--- src/rtl/wpr_power_ctl.sv ---
module wpr_power_ctl #(
  parameter int unsigned CLK_HZ      = 100_000_000,
  parameter int unsigned ON_DELAY_US = 200
) (
  input  logic       clk,
  input  logic       rst_n,
  input  logic       cfg_we,
  input  logic [1:0] cfg_addr,
  input  logic [5:0] cfg_wdata,
  input  logic       ac_present_i,
  input  logic       usb_present_i,
  input  logic       over_temp_i,
  input  logic       pdc_ov_i,
  input  logic       ilim_active_i,
  input  logic       usb_strap_i,
  output logic [1:0] rect_mode_o,
  output logic [1:0] lsw_mode_o,
  output logic       pre_en_o,
  output logic       therm_en_o,
  output logic       ovp_fet_o,
  output logic       ldo_from_usb_o,
  output logic [2:0] mux_sel_o,
  output logic       mux_hiz_o,
  output logic       ilim_en_o,
  output logic [3:0] status_o
);

  localparam int unsigned ON_CYC = (CLK_HZ / 1_000_000) * ON_DELAY_US;
  localparam int unsigned CNT_W  = $clog2(ON_CYC + 1);
  localparam int unsigned NFLAG  = 5;

  typedef enum logic [1:0] {RECT_ASYNC = 2'b00, RECT_HALF = 2'b01, RECT_FULL = 2'b10} rect_e;
  typedef enum logic [1:0] {LSW_OFF = 2'b00, LSW_SW = 2'b01, LSW_LIN = 2'b10} lsw_e;

  logic [5:0] ctrl_q, aux_q;
  logic [2:0] mux_q;

  always_ff @(posedge clk or negedge rst_n) begin
    if (!rst_n) begin
      ctrl_q <= '0;
      aux_q  <= '0;
      mux_q  <= '0;
    end else if (cfg_we) begin
      case (cfg_addr)
        2'd0:    ctrl_q <= cfg_wdata;
        2'd1:    mux_q  <= cfg_wdata[2:0];
        2'd2:    aux_q  <= cfg_wdata;
        default: ;
      endcase
    end
  end

  logic unused_wdata;
  assign unused_wdata = ^cfg_wdata[5:3];

  logic async_ok, hsync_ok, top_en, sw_en, pre_bit, ovp_force;
  assign {ovp_force, pre_bit, sw_en, top_en, hsync_ok, async_ok} = ctrl_q;

  logic [1:0] therm_ctl;
  logic [3:0] ilim_code;
  assign {therm_ctl, ilim_code} = aux_q;

  logic [NFLAG-1:0] flag_raw, sync1_q, sync2_q;
  assign flag_raw = {ac_present_i, usb_present_i, over_temp_i, pdc_ov_i, ilim_active_i};

  always_ff @(posedge clk or negedge rst_n) begin
    if (!rst_n) begin
      sync1_q <= '0;
      sync2_q <= '0;
    end else begin
      sync1_q <= flag_raw;
      sync2_q <= sync1_q;
    end
  end

  logic ac_s, usb_s, tsd_s, ov_s, lim_s;
  assign {ac_s, usb_s, tsd_s, ov_s, lim_s} = sync2_q;

  logic usb_take, charge_block;
  assign usb_take     = usb_s & ~usb_strap_i;
  assign charge_block = tsd_s | usb_take;

  logic armed_q, rect_go;
  assign rect_go = armed_q | ac_s | sw_en | pre_bit;

  always_ff @(posedge clk or negedge rst_n) begin
    if (!rst_n)       armed_q <= 1'b0;
    else if (rect_go) armed_q <= 1'b1;
  end

  rect_e rect_mode;
  always_comb begin
    if (!rect_go || tsd_s || !async_ok) rect_mode = RECT_ASYNC;
    else if (!hsync_ok)                 rect_mode = RECT_HALF;
    else                                rect_mode = RECT_FULL;
  end
  assign rect_mode_o = rect_mode;

  lsw_e lsw_sel;
  always_comb begin
    if (top_en)     lsw_sel = LSW_LIN;
    else if (sw_en) lsw_sel = LSW_SW;
    else            lsw_sel = LSW_OFF;
  end

  logic             lsw_req, lsw_on_q;
  logic [CNT_W-1:0] lsw_cnt_q;
  assign lsw_req = (lsw_sel != LSW_OFF) & ~charge_block;

  always_ff @(posedge clk or negedge rst_n) begin
    if (!rst_n) begin
      lsw_cnt_q <= '0;
      lsw_on_q  <= 1'b0;
    end else if (!lsw_req) begin
      lsw_cnt_q <= '0;
      lsw_on_q  <= 1'b0;
    end else if (!lsw_on_q) begin
      if (lsw_cnt_q == CNT_W'(ON_CYC - 1)) lsw_on_q  <= 1'b1;
      else                                  lsw_cnt_q <= lsw_cnt_q + CNT_W'(1);
    end
  end

  assign lsw_mode_o = (lsw_req && lsw_on_q) ? lsw_sel : LSW_OFF;

  assign pre_en_o = pre_bit & ~charge_block;

  always_comb begin
    case (therm_ctl)
      2'b01:   therm_en_o = 1'b1;
      2'b10:   therm_en_o = sw_en | pre_bit;
      default: therm_en_o = 1'b0;
    endcase
  end

  assign ovp_fet_o      = ov_s | ovp_force;
  assign ldo_from_usb_o = usb_take;
  assign mux_sel_o      = mux_q;
  assign mux_hiz_o      = (mux_q == 3'b000);
  assign ilim_en_o      = (ilim_code != 4'b1111);
  assign status_o       = {lim_s, usb_s, tsd_s, ov_s};

endmodule

--- config.mk ---
export PLATFORM = sky130hd
export DESIGN_NAME = wpr_power_ctl
export DESIGN_NICKNAME = d
export VERILOG_FILES = /design/src/rtl/wpr_power_ctl.sv
export SDC_FILE = /design/constraint.sdc
export NUM_CORES = 1
export LEC_CHECK = 0
export BUFFER_PORTS_ARGS = -buffer_cell sky130_fd_sc_hd__buf_4
export CAP_MARGIN = 15
export CORE_MARGIN = 5
export CORE_UTILIZATION = 40
export DETAILED_ROUTE_END_ITERATION = 7
export GPL_ROUTABILITY_DRIVEN = 0
export PLACE_DENSITY = 0.64
export SYNTH_ARGS = -nofsm -noshare
export SYNTH_HDL_FRONTEND = slang
export SYNTH_SLANG_ARGS = --single-unit
--- constraint.sdc ---
create_clock -name clk -period 2.1 [get_ports clk]
set_input_delay 0.105 -clock clk [delete_from_list [all_inputs] [get_ports clk]]
set_output_delay 0.105 -clock clk [all_outputs]
set_load 0.005 [all_outputs]
==> results by group, run 1 <==
Critical path
  – Startpoint Class: register
  – Critical-path maximum fanout: 7
  – Worst Path Arrival: 2.08 ns
  – Slowest stage delay, CP: about 0.57 ns
  – Buf/Inv on CP: 0
  – Crit end category: register
  – Family with the most delay on the worst path: simple AND/OR/NAND/NOR gates
  – Cells along the critical path: or4b_4 > nor4_4 > a21oi_1 > a211oi_2
  – WS Path Type: register to register
  – Critical Path RT: ~2.3 ns
  – Slowest cell on crit path: or4b_4

Yosys
  – Register area share after synthesis: 0.549
  – Yosys warnings: 0
  – Yosys cell types: 37
  – Count of flip-flops with a built-in enable after synthesis: 0
  – FF+latch count, synth: 42
  – Avg Synthesized Cell Area: roughly 12 sq um
  – Ys flop type: dfrtp_1
  – Largest cells by area after synthesis: dfrtp_1 55%, mux2_2 8.8%, xnor2_1 3.2%
  – Synth top area share: 0.549
  – Leading area contributor after synthesis: dfrtp_1
  – Mapped Area: between 1500 and 2000 sq um
  – Syn Nets: approximately 180
  – Asr flop ratio synth: 1.00
  – Syn Inst Count: between 150 and 200

Die
  – DIE WIDTH: just under 80 um
  – Site Rows: 25
  – Die height: approximately 80 um
  – I/O Pins: 34
  – Starting Density: 0.408
  – Die footprint: between 6000 and 7000 sq um
  – Core Area: 4690 sq um

STA
  – Post-layout min period: 1.87 ns
  – Slew @ Worst Pin: 0.523 ns
  – Fin. Hold Viols: 0
  – RSZ-0062 raised after global routing: false
  – Clk_skew: between 0.004 and 0.005 ns
  – Setup Viol. Count Final: 0
  – Fmax: around 0.54 GHz
  – TNS Setup: 0 ns
  – Pins over their slew limit: 0
  – Final Cycle Share: 0.889
  – Max-slew headroom: 0.651

Clock tree
  – Clock-pin slew on the worst setup and hold paths: approximately 0.08 ns
  – Worst-skew pair later-pin latency: 0.29 ns
  – Clock root buffer: clkbuf_8
  – Clock sink count: between 40 and 50
  – Max Buffers Root-to-Sink: 2
  – H-tree depth: 2
  – Cts bufs inserted: 5
  – Postcts setup bufs: 0
  – CTS tree: yes

Drt
  – DR vias/cell: between 5 and 6
  – Routed len/inst: between 15 and 20 um
  – 1st-pass router iterations: 4
  – Routed WL: between 4 and 5 mm
  – Drt drc: 0
  – Number of DRC markers in iteration 0: 119
  – Routed vias: 1400
  – Routed Antenna Nets: 0

Global route
  – Gr usage total: 0.145
  – Initial antenna violation count: 0
  – Grt ovf: 0
  – Largest net degree at the start of global routing: 43
  – Vias in the first global route: about 1500
  – First-pass GRT wire length: around 7 mm

Outcome
  – Run status: finished, final reports clean

Power and ir drop
  – Total chip power: ~1.8 mW
  – Maximum vdd drop: 0.447 mV
  – Pwr Density: about 760 nW/um^2
  – Leakage power: 1.01 nW

Final layout
  – Antenna Cells: 0
  – Layout cells sized above 1: 0.314
  – Post-layout net count: 224
  – Area grow syn2layout: 24.2%

Run
  – Max Cap Violations: 0

Placement
  – Port Buffers: 33
  – DP Wirelength: 2.96 mm

Hold path
  – Worst Hold Class: primary input to register
[final cells by class]
cell class,instances,area (sq um)
fillers,438,2310
flip-flops and latches,42,1050
multi-input cells,107,798
repair buffers,42,330
clock buffers,5,68.8
well taps,54,67.6
clock inverters,3,45.0
inverters,5,18.8
[cell usage in the layout, fill, tap and decap left out]
cell           count
dfrtp_1           42
buf_4             36
mux2_2            15
nor2_1            10
nor3_1             8
a21oi_1            7
xnor2_1            7
nand3_1            7
dlygate4sd3_1      6
inv_1              5
or3_1              5
nand2_1            5
clkbuf_8           5
o21ai_0            4
nor4_1             4
ha_1               4
or4_1              3
nand4_1            3
nand3b_1           3
nor4b_1            2
and3_1             2
nor3b_1            2
and4b_1            2
clkinvlp_4         2
nor4bb_1           1
nor2b_1            1
or2_2              1
and4_1             1
a41oi_1            1
nand4_4            1
nand4b_1           1
or4b_4             1
nor4_4             1
o31ai_1            1
o21ai_1            1
a311oi_1           1
a211oi_1           1
a211oi_2           1
bufinv_16          1
[report_power, final]
group	internal, mW	switching (mW)	total, mW
clock network	0.354	0.287	0.640
logic	0.138	0.0947	0.232
registers	0.877	0.0503	0.927
[logic make-up (layout without fill, tap and decap cells)]
group	count (synthesis)	in the layout	share of synthesized area
xor+xnor	7	7	0.0320
flops	42	42	0.549
compound gates	17	17	0.0549
buf+inv	13	55	0.0346
fa+ha+maj	4	4	0.0261
mux	15	15	0.0882
simple gates	64	64	0.216
[metrics by stage]
stage	std cells	instance area (sq um)	setup WS [ns]	util	hold slack (ns)
floorplan	162	1920	0.409	-	-0.191
global placement	244	2210	0.354	0.470	0.112
detailed placement	244	2210	0.260	0.470	0.119
CTS	258	2380	0.240	0.507	0.0330
global route	258	2380	0.141	0.507	0.0284
finish	258	2380	0.232	0.507	0.0464
[worst paths after layout]
| kind | start | end | slack, ns | depth (start not counted) |
|---|---|---|---|---|
| max | lsw_cnt_q[7] | lsw_cnt_q[3] | 0.23 | 4 |
| min | cfg_wdata[5] | ctrl_q[5] | 0.05 | 2 |
| max reg2reg | lsw_cnt_q[7] | lsw_cnt_q[3] | 0.23 | 4 |
| min reg2reg | sync1_q[0] | sync2_q[0] | 0.35 | 0 |
| max in group asynchronous | rst_n | lsw_on_q | 1.42 | 2 |
| min in group asynchronous | rst_n | sync2_q[0] | 0.33 | 2 |
[registers in the layout, summed over array words and instances, names as in the netlist]
signal / flops
sync1_q: 5
lsw_on_q: 1
ctrl_q: 6
aux_q: 6
sync2_q: 5
armed_q: 1
lsw_cnt_q: 15
mux_sel_o: 3
[cell usage after synthesis (2+ instances only)]
library cell / instances
clkbuf_1: 2
inv_1: 5
nor3_1: 8
dfrtp_1: 42
nand4_1: 3
xnor2_1: 7
nor4_1: 4
buf_4: 4
mux2_2: 15
o21ai_0: 4
buf_2: 2
a21oi_1: 7
nor2_1: 10
nor3b_1: 2
and4b_1: 2
ha_1: 4
or3_1: 5
or4_1: 3
nand3_1: 7
nand2_1: 5
nor4b_1: 2
nand3b_1: 3
and3_1: 2
[per-layer routing]
metal / share of wire / GRT usage / routed length [um]
met1: 0.43 / 0.182 / 1720
met3: 0.056 / 0.0351 / 228
met5: 0 / 0 / 0
met4: 0.014 / 0.0515 / 57
met2: 0.50 / 0.242 / 2030
[repair_timing]
action / CTS / global route
hold buffers: 6 / 0
resized for setup: 0 / 0
hold endpoints to repair: 47 / 0
Note: power is estimated with default switching activity, not from simulation.
==> run 2: changes to the inputs <==
--- a/config.mk
+++ b/config.mk
@@ -7,11 +7,13 @@
 export LEC_CHECK = 0
 export BUFFER_PORTS_ARGS = -buffer_cell sky130_fd_sc_hd__buf_4
 export CAP_MARGIN = 15
+export CELL_PAD_IN_SITES_DETAIL_PLACEMENT = 1
+export CELL_PAD_IN_SITES_GLOBAL_PLACEMENT = 1
 export CORE_MARGIN = 5
 export CORE_UTILIZATION = 40
 export DETAILED_ROUTE_END_ITERATION = 7
 export GPL_ROUTABILITY_DRIVEN = 0
-export PLACE_DENSITY = 0.64
+export PLACE_DENSITY = 0.77
 export SYNTH_ARGS = -nofsm -noshare
 export SYNTH_HDL_FRONTEND = slang
 export SYNTH_SLANG_ARGS = --single-unit
==> run 2 against run 1 <==
- highest routed layer unchanged
- non-clock buffer count is the same
- clock skew is essentially flat
- die area is the same
- count of clock-buffer cells in the layout grew 2
- core utilization shrank 0.16 points
- combinational power grew 2%
- sequential cell count is the same
- first-iteration DRC count shrank 42%
==> results by group, run 2 (synthesis gave the netlist of run 1 again) <==
Drt
  – Routed Antenna Nets: 0 (unchanged)
  – DR vias/cell: 5.61 (was 5.43)
  – Routed vias: 1448 (was 1400)
  – Number of DRC markers in iteration 0: 69 (was 119)
  – Routed len/inst: 17.7 um (was 15.7 um)
  – 1st-pass router iterations: 4 (unchanged)
  – Routed WL: 4.57 mm (was 4.04 mm)
  – Drt drc: 0 (unchanged)

STA
  – Post-layout min period: 1.83 ns (was 1.87 ns)
  – TNS Setup: 0 ns (unchanged)
  – Clk_skew: 0.00427 ns (was 0.00422 ns)
  – Fmax: 0.547 GHz (was 0.535 GHz)
  – Final Cycle Share: 0.871 (was 0.889)
  – Max-slew headroom: 0.646 (was 0.651)
  – Setup Viol. Count Final: 0 (unchanged)
  – RSZ-0062 raised after global routing: false (unchanged)
  – Fin. Hold Viols: 0 (unchanged)
  – Slew @ Worst Pin: 0.531 ns (was 0.523 ns)
  – Pins over their slew limit: 0 (unchanged)

Critical path
  – Startpoint Class: register (unchanged)
  – Crit path depth: 4 (unchanged)
  – Cells along the critical path: or4b_4 > nor4_4 > a21oi_1 > a211oi_2 (unchanged)
  – Critical Path RT: 2.31 ns (about the same)
  – Worst Setup SP: lsw_cnt_q[7] (unchanged)
  – Worst Path Arrival: 2.04 ns (was 2.08 ns)
  – Worst r2r src: lsw_cnt_q[7] (unchanged)
  – Worst Setup EP: lsw_cnt_q[3] (unchanged)
  – Critical-path maximum fanout: 7 (unchanged)
  – Family with the most delay on the worst path: simple AND/OR/NAND/NOR gates (unchanged)
  – Reg2Reg Capture Point: lsw_cnt_q[3] (unchanged)
  – Buf/Inv on CP: 0 (unchanged)
  – Crit end category: register (unchanged)
  – WS Path Type: register to register (unchanged)
  – Worst reg-to-reg setup slack: 0.27 ns (was 0.23 ns)
  – Slowest stage delay, CP: 0.57 ns (about the same)
  – Slowest cell on crit path: or4b_4 (unchanged)
  – Reg2Reg Depth: 4 (unchanged)

Final layout
  – Antenna Cells: 0 (unchanged)
  – Top flop regs: lsw_cnt_q x15, aux_q x6, ctrl_q x6 (unchanged)
  – Most flop-heavy register: lsw_cnt_q (unchanged)
  – Layout cells sized above 1: 0.304 (was 0.314)
  – Final std cells w/o fill: 258 (unchanged)
  – Commonest non-fill, non-tap cells in the layout: 42 x dfrtp_1, 36 x buf_4, 15 x mux2_2 (unchanged)
  – Max FFs per register: 15 (unchanged)
  – Area grow syn2layout: 23.8% (was 24.2%)
  – Post-layout net count: 224 (unchanged)
  – Most common cell after layout, fill and taps aside: dfrtp_1 (unchanged)

Placement
  – Port Buffers: 33 (unchanged)
  – DP Wirelength: 3.38 mm (was 2.96 mm)
  – Placed cell count: 244 (unchanged)

Clock tree
  – Hold-fix buffers, CTS: 6 (unchanged)
  – Cts repair resizes: 0 (unchanged)
  – Worst-skew pair later-pin latency: 0.29 ns (about the same)
  – Postcts setup bufs: 0 (unchanged)
  – Clock sink count: 42 (unchanged)
  – CTS tree: yes (unchanged)
  – Clock-pin slew on the worst setup and hold paths: 0.08 ns (about the same)
  – Max Buffers Root-to-Sink: 2 (unchanged)
  – Cts bufs inserted: 5 (unchanged)
  – Clock root buffer: clkbuf_8 (unchanged)
  – H-tree depth: 2 (unchanged)

Die
  – Site Rows: 25 (unchanged)
  – Core Area: 4690 sq um (unchanged)
  – Die height: 79.2 um (unchanged)
  – Die footprint: 6270 sq um (unchanged)
  – Starting Density: 0.408 (unchanged)
  – DIE WIDTH: 79.2 um (unchanged)
  – I/O Pins: 34 (unchanged)

Power and ir drop
  – Clock group share of total power: 0.350 (was 0.356)
  – Cell internal pwr: 1.37 mW (about the same)
  – Logic pwr share: 0.132 (was 0.129)
  – Net Sw Frac: 0.237 (was 0.240)
  – Pwr Density: 757 nW/um^2 (was 756 nW/um^2)
  – Flop pwr share: 0.518 (was 0.515)
  – Leakage power: 1.01 nW (about the same)
  – Switching power total: 0.426 mW (was 0.432 mW)
  – Maximum vdd drop: 0.530 mV (was 0.447 mV)

Global route
  – Vias in the first global route: 1686 (was 1476)
  – Initial antenna violation count: 0 (unchanged)
  – First-pass GRT wire length: 8.05 mm (was 7.00 mm)
  – Grt ovf: 0 (unchanged)
  – Gr usage total: 0.165 (was 0.145)
  – Largest net degree at the start of global routing: 43 (unchanged)

Outcome
  – Run status: finished, final reports clean (unchanged)

Hold path
  – Worst Hold Class: primary input to register (unchanged)

Run
  – Max Cap Violations: 0 (unchanged)
[run 2: how the worst min path moves through the flow]
stage / from / end / slack [ns] / cells after the start
floorplan: rst_n / armed_q / -0.19 / 0
global placement: rst_n / lsw_cnt_q[2] / 0.11 / 1
detailed placement: rst_n / sync2_q[0] / 0.12 / 1
CTS: cfg_wdata[4] / aux_q[4] / 0.05 / 2
global route: cfg_wdata[4] / aux_q[4] / 0.05 / 2
finish: cfg_wdata[3] / ctrl_q[3] / 0.06 / 2
[run 2: routing by layer]
layer / GRT usage / vias up / share of wire
li1: - / 668 / -
met1: 0.184 / 741 / 0.40
met2: 0.295 / 31 / 0.54
met3: 0.0454 / 8 / 0.041
met4: 0.0653 / 0 / 0.018
met5: 0 / - / 0
[run 2: layout make-up]
type	count	area (sq um)
fill	512	2320
sequential	42	1050
multi-input combinational	107	798
timing repair buffer	42	330
clock buffer	7	76.3
tap	54	67.6
clock inverter	1	30.0
inverter	5	18.8
[run 2: power groups by stage]
stage	Sequential [mW]	Clock, mW	Combinational [mW]
after floorplan	0.929	0	0.113
after global placement	0.938	0	0.219
after detailed placement	0.948	0	0.233
after CTS	0.932	0.649	0.244
after global routing	0.943	0.679	0.265
final	0.931	0.628	0.237
[run 2: per-stage QoR]
step | power, mW | instance area [sq um] | utilization | hold WS (ns) | setup WS, ns
final | 1.80 | 2370 | 0.506 | 0.0593 | 0.271
after global routing | 1.89 | 2370 | 0.506 | 0.0475 | 0.127
after CTS | 1.82 | 2370 | 0.506 | 0.0463 | 0.255
after detailed placement | 1.18 | 2210 | 0.470 | 0.123 | 0.267
after global placement | 1.16 | 2210 | 0.470 | 0.113 | 0.351
after floorplan | 1.04 | 1920 | - | -0.191 | 0.409
